==> src/rtl/irq_shared_pkg.sv <==
package irq_shared_pkg;

    typedef struct packed {
        logic flag;
    } flag_state_t;

    typedef struct packed {
        logic req;
    } gate_state_t;

endpackage

==> src/rtl/irq_src_flag.sv <==
module irq_src_flag
    import irq_shared_pkg::*;
(
    input  logic clk,
    input  logic rst_n,
    input  logic set_i,
    input  logic clr_i,
    input  logic en_i,
    output logic flag_o,
    output logic armed_o
);

    flag_state_t st_d, st_q;

    always_comb begin
        st_d = st_q;
        if (clr_i) begin
            st_d.flag = 1'b0;
        end
        if (set_i) begin
            st_d.flag = 1'b1;      // set has priority over clear
        end
    end

    always_ff @(posedge clk) begin
        if (!rst_n) begin
            st_q <= '0;
        end else begin
            st_q <= st_d;
        end
    end

    assign flag_o  = st_q.flag;
    assign armed_o = st_q.flag & en_i;

endmodule

==> src/rtl/irq_grp_flag.sv <==
module irq_grp_flag
    import irq_shared_pkg::*;
#(
    parameter int N_SRC = 4
) (
    input  logic             clk,
    input  logic             rst_n,
    input  logic [N_SRC-1:0] evt_i,
    input  logic             sw_clr_i,
    input  logic             ack_i,
    output logic             flag_o
);

    flag_state_t st_d, st_q;
    logic        any_evt;

    always_comb begin
        any_evt = |evt_i;
        st_d    = st_q;
        if (sw_clr_i || ack_i) begin
            st_d.flag = 1'b0;
        end
        if (any_evt) begin
            st_d.flag = 1'b1;      // a new event outranks both clears
        end
    end

    always_ff @(posedge clk) begin
        if (!rst_n) begin
            st_q <= '0;
        end else begin
            st_q <= st_d;
        end
    end

    assign flag_o = st_q.flag;

endmodule

==> src/rtl/irq_vec_gate.sv <==
module irq_vec_gate
    import irq_shared_pkg::*;
(
    input  logic clk,
    input  logic rst_n,
    input  logic glb_en_i,
    input  logic grp_en_i,
    input  logic grp_flag_i,
    input  logic any_armed_i,
    input  logic stack_full_i,
    input  logic ack_i,
    output logic req_o
);

    gate_state_t st_d, st_q;
    logic        take;

    always_comb begin
        take = glb_en_i & grp_en_i & grp_flag_i & any_armed_i & ~stack_full_i;
        st_d = st_q;
        if (ack_i) begin
            st_d.req = 1'b0;
        end else if (take) begin
            st_d.req = 1'b1;
        end
    end

    always_ff @(posedge clk) begin
        if (!rst_n) begin
            st_q <= '0;
        end else begin
            st_q <= st_d;
        end
    end

    assign req_o = st_q.req;

endmodule

==> src/rtl/irq_shared_top.sv <==
module irq_shared_top #(
    parameter int N_SRC = 4
) (
    input  logic             clk,
    input  logic             rst_n,
    input  logic [N_SRC-1:0] evt_i,
    input  logic [N_SRC-1:0] src_en_i,
    input  logic             grp_en_i,
    input  logic             glb_en_i,
    input  logic             stack_full_i,
    input  logic             ack_i,
    input  logic [N_SRC-1:0] src_clr_i,
    input  logic             grp_clr_i,
    output logic [N_SRC-1:0] src_flag_o,
    output logic             grp_flag_o,
    output logic             vec_req_o
);

    logic [N_SRC-1:0] armed;
    logic             any_armed;

    for (genvar i = 0; i < N_SRC; i++) begin : g_src
        irq_src_flag u_flag (
            .clk     (clk),
            .rst_n   (rst_n),
            .set_i   (evt_i[i]),
            .clr_i   (src_clr_i[i]),
            .en_i    (src_en_i[i]),
            .flag_o  (src_flag_o[i]),
            .armed_o (armed[i])
        );
    end

    assign any_armed = |armed;

    irq_grp_flag #(.N_SRC(N_SRC)) u_grp (
        .clk      (clk),
        .rst_n    (rst_n),
        .evt_i    (evt_i),
        .sw_clr_i (grp_clr_i),
        .ack_i    (ack_i),
        .flag_o   (grp_flag_o)
    );

    irq_vec_gate u_gate (
        .clk          (clk),
        .rst_n        (rst_n),
        .glb_en_i     (glb_en_i),
        .grp_en_i     (grp_en_i),
        .grp_flag_i   (grp_flag_o),
        .any_armed_i  (any_armed),
        .stack_full_i (stack_full_i),
        .ack_i        (ack_i),
        .req_o        (vec_req_o)
    );

endmodule

==> config.mk <==
export PLATFORM = sky130hd
export DESIGN_NAME = irq_shared_top
export DESIGN_NICKNAME = d
export VERILOG_FILES = /design/src/rtl/irq_shared_pkg.sv /design/src/rtl/irq_src_flag.sv /design/src/rtl/irq_grp_flag.sv /design/src/rtl/irq_vec_gate.sv /design/src/rtl/irq_shared_top.sv
export SDC_FILE = /design/constraint.sdc
export NUM_CORES = 1
export LEC_CHECK = 0
export ABC_CLOCK_PERIOD_IN_PS = 1500
export BUFFER_PORTS_ARGS = -buffer_cell sky130_fd_sc_hd__buf_2
export CORE_AREA = 2 2 39 41
export CTS_CLUSTER_DIAMETER = 60
export DETAILED_ROUTE_END_ITERATION = 7
export DIE_AREA = 0 0 41 43
export SLEW_MARGIN = 30
export SYNTH_ARGS = -nofsm -noshare
export SYNTH_HDL_FRONTEND = slang
export SYNTH_SLANG_ARGS = --single-unit
==> constraint.sdc <==
create_clock -name clk -period 1.5 [get_ports clk]
set_input_delay 0.075 -clock clk [delete_from_list [all_inputs] [get_ports clk]]
set_output_delay 0.075 -clock clk [all_outputs]
set_load 0.01 [all_outputs]
==> impl_metrics.csv <==
group,metric,value,unit
logic_synthesis,synth_top_area_share,0.438,
global_routing,grt_pass1_vias,273,
worst_setup_path,crit_family,"compound AO/OA/AOI/OAI gates",
sta,hold_viol,0,
worst_setup_path,crit_type,"flip-flop to flip-flop",
worst_setup_path,crit_chain,"a22oi_1 > a21oi_1 > o211a_1",
routing,ant_nets,0,
cts,cts.clk_slew.worst_paths,0.05,ns
cells_and_area,area_growth,48.4,%
routing,vias_per_cell,4.06,
worst_setup_path,worstPathRequired,1.63,ns
cells_and_area,drive_gt1_frac,0.549,
logic_synthesis,yosysWarnings,0,
die,rows,14,
logic_synthesis,synthTopCellsByArea,"dfxtp_1 (44%), buf_4 (11%), o21a_1 (11%)",
run,maxCapViolations,0,
cts,clock_path_buffers,2,
cts,htree_levels,1,
logic_synthesis,syn_inst,28,
sta,fin_crit,0.900,ns
sta,setup_slack,0.600,ns
power_and_ir_drop,p_clk_frac,0.393,
die,die_width,41,um
cts,cts_sinks,6,
routing,drt_iter0_markers,1,
sta,fmax,1110,MHz
sta,finalSetupViolations,0,
power_and_ir_drop,switching_share,0.231,
cts,cts.repair.resized,0,
global_routing,grt-ovfl-total,0,
logic_synthesis,synth-seq-cells,6,
global_routing,antenna_found_initial,0,
cts,cts-root-buf,"clkbuf_4",
power_and_ir_drop,powerDensity,941,mW/mm^2
cells_and_area,seq_area,120,um^2
power_and_ir_drop,internal_power,0.000294,W
routing,drt-total-wl,652,um
logic_synthesis,yosysSeqAreaShare,0.438,
routing,avgRoutedWirePerCell,9.73,um
power_and_ir_drop,power_frac_seq,0.457,
worst_setup_path,endpoint_kind,"flip-flop",
global_routing,track_usage,0.0894,
logic_synthesis,avgSynthCellArea,9.79,um^2
routing,drc,0,
logic_synthesis,ys_types,14,
cts,numCtsBuffers,3,
routing,first_pass_iters,2,
worst_setup_path,arrival,1.03,ns
global_routing,grt_max_degree,7,
place,port-buffer-count,24,
die,core,0.00138,mm^2
power_and_ir_drop,p_switching,0.0000884,W
sta,grt_setup_unrepaired,"false",
power_and_ir_drop,pwr-share-comb,0.150,
worst_setup_path,cp_max_fo,3,
power_and_ir_drop,ir_drop,343,uV
logic_synthesis,synth_fp_nets,47,
cells_and_area,fin_nets,72,
cts,cts_tree,"done",
place,place.gp.congestion,0.631,
sta,finClkSkew,0.00662,ns
place,dpl.hpwl,547,um
logic_synthesis,syn_area,274,um^2
cts,cts_hold_buf,0,
sta,worst_pin_slew,0.212,ns
worst_setup_path,critPathSlowestCell,"dfxtp_1",
routing,num_vias,272,
place,placed_area,384,um^2
sta,relSlewSlack,0.857,
die,initial_core_util,0.198,
worst_setup_path,start_kind,"flip-flop",
status,outcome,"completed",
logic_synthesis,synth_largest_area_cell,"dfxtp_1",
power_and_ir_drop,p_leak,0.214,nW
worst_setup_path,slowest_delay,0.31,ns
die,io_pins,25,
cells_and_area,antennaDiodeCount,0,
worst_setup_path,crit_buf_inv,0,
die,fp.dieArea,0.00176,mm^2
cts,clk_latency,0.24,ns
place,place_ws,0.609,ns
cells_and_area,nFillCells,151,
cells_and_area,multi_input_area,120,um^2
min_path,hp-class,"input pin to flip-flop",
global_routing,grt_pass1_wl,1020,um
die,die_y,43,um
sta,report.final.slew_viol_count,0,
sta,tns,0,ns
sta,period_share,0.600,
cts,cts_setup_buffers,0,
cells_and_area,design_area,407,um^2
==> final timing paths <==
| check | start | end | slack [ns] | cells past startpoint |
|---|---|---|---|---|
| setup / recovery | g_src[2].u_flag.flag_o | u_gate.req_o | 0.60 | 3 |
| hold / removal | evt_i[3] | g_src[3].u_flag.flag_o | 0.06 | 2 |
| setup reg to reg | g_src[2].u_flag.flag_o | u_gate.req_o | 0.60 | 3 |
| hold reg to reg | u_grp.flag_o | u_grp.flag_o | 0.50 | 2 |
==> power groups by stage <==
stage | combinational, W | sequential, W | clock (W)
global placement | 0.0000587 | 0.000178 | 0
floorplan | 0.0000299 | 0.000178 | 0
finish | 0.0000575 | 0.000175 | 0.000150
global route | 0.0000646 | 0.000176 | 0.000166
CTS | 0.0000590 | 0.000175 | 0.000154
detailed placement | 0.0000587 | 0.000178 | 0
==> synthesized netlist by cell type, drive strengths merged <==
master	n
o211a	1
dfxtp	6
nand2	1
a22oi	2
nor2b	4
buf	4
nor4	1
nor2	1
o21a	4
inv	1
a21oi	1
a21boi	1
nand4b	1
==> cell type report <==
cell class	instances	share of cell area
inverters	1	0.00923
repair buffers	24	0.295
clock buffers	3	0.0554
flip-flops and latches	6	0.295
well taps	16	0.0492
multi-input cells	17	0.295
==> kinds of logic after synthesis <==
kind of cell / Yosys count / share of synthesized area
simple gates: 8 / 0.173
flops: 6 / 0.438
buf+inv: 5 / 0.123
compound gates: 9 / 0.265
==> per-layer routing <==
layer / vias up / track usage / part of all wire
met4: 0 / 0.0800 / 0.018
li1: 141 / - / -
met1: 115 / 0.0903 / 0.39
met5: - / 0 / 0
met3: 2 / 0.0419 / 0.14
met2: 14 / 0.128 / 0.45
==> worst register-to-register path: cells and delay by family, from the launching register on <==
kind,cells,cell delay [ns]
AO/OA/AOI/OAI,3,0.48
flip-flops,1,0.31
==> registers in the layout (all words and copies together) (netlist names) <==
name,count
g_src.u_flag.flag_o,4
u_gate.req_o,1
u_grp.flag_o,1
==> placed cells by master, fill, tap and decap left out, types with 3 or more instances in the layout <==
cell type and n:
buf_2 24, o21a_1 4, nor2b_1 4, clkbuf_4 3
dfxtp_1 6
==> per-stage QoR <==
step / hold WS [ns] / total power (W) / util / std cells
after floorplan: 0.193 / 0.000208 / - / 28
after global placement: 0.301 / 0.000237 / 0.278 / 64
after detailed placement: 0.306 / 0.000237 / 0.278 / 64
after CTS: 0.0580 / 0.000388 / 0.294 / 67
after global routing: 0.0672 / 0.000406 / 0.294 / 67
final: 0.0590 / 0.000382 / 0.294 / 67
Power figures use the tool's default switching activity.
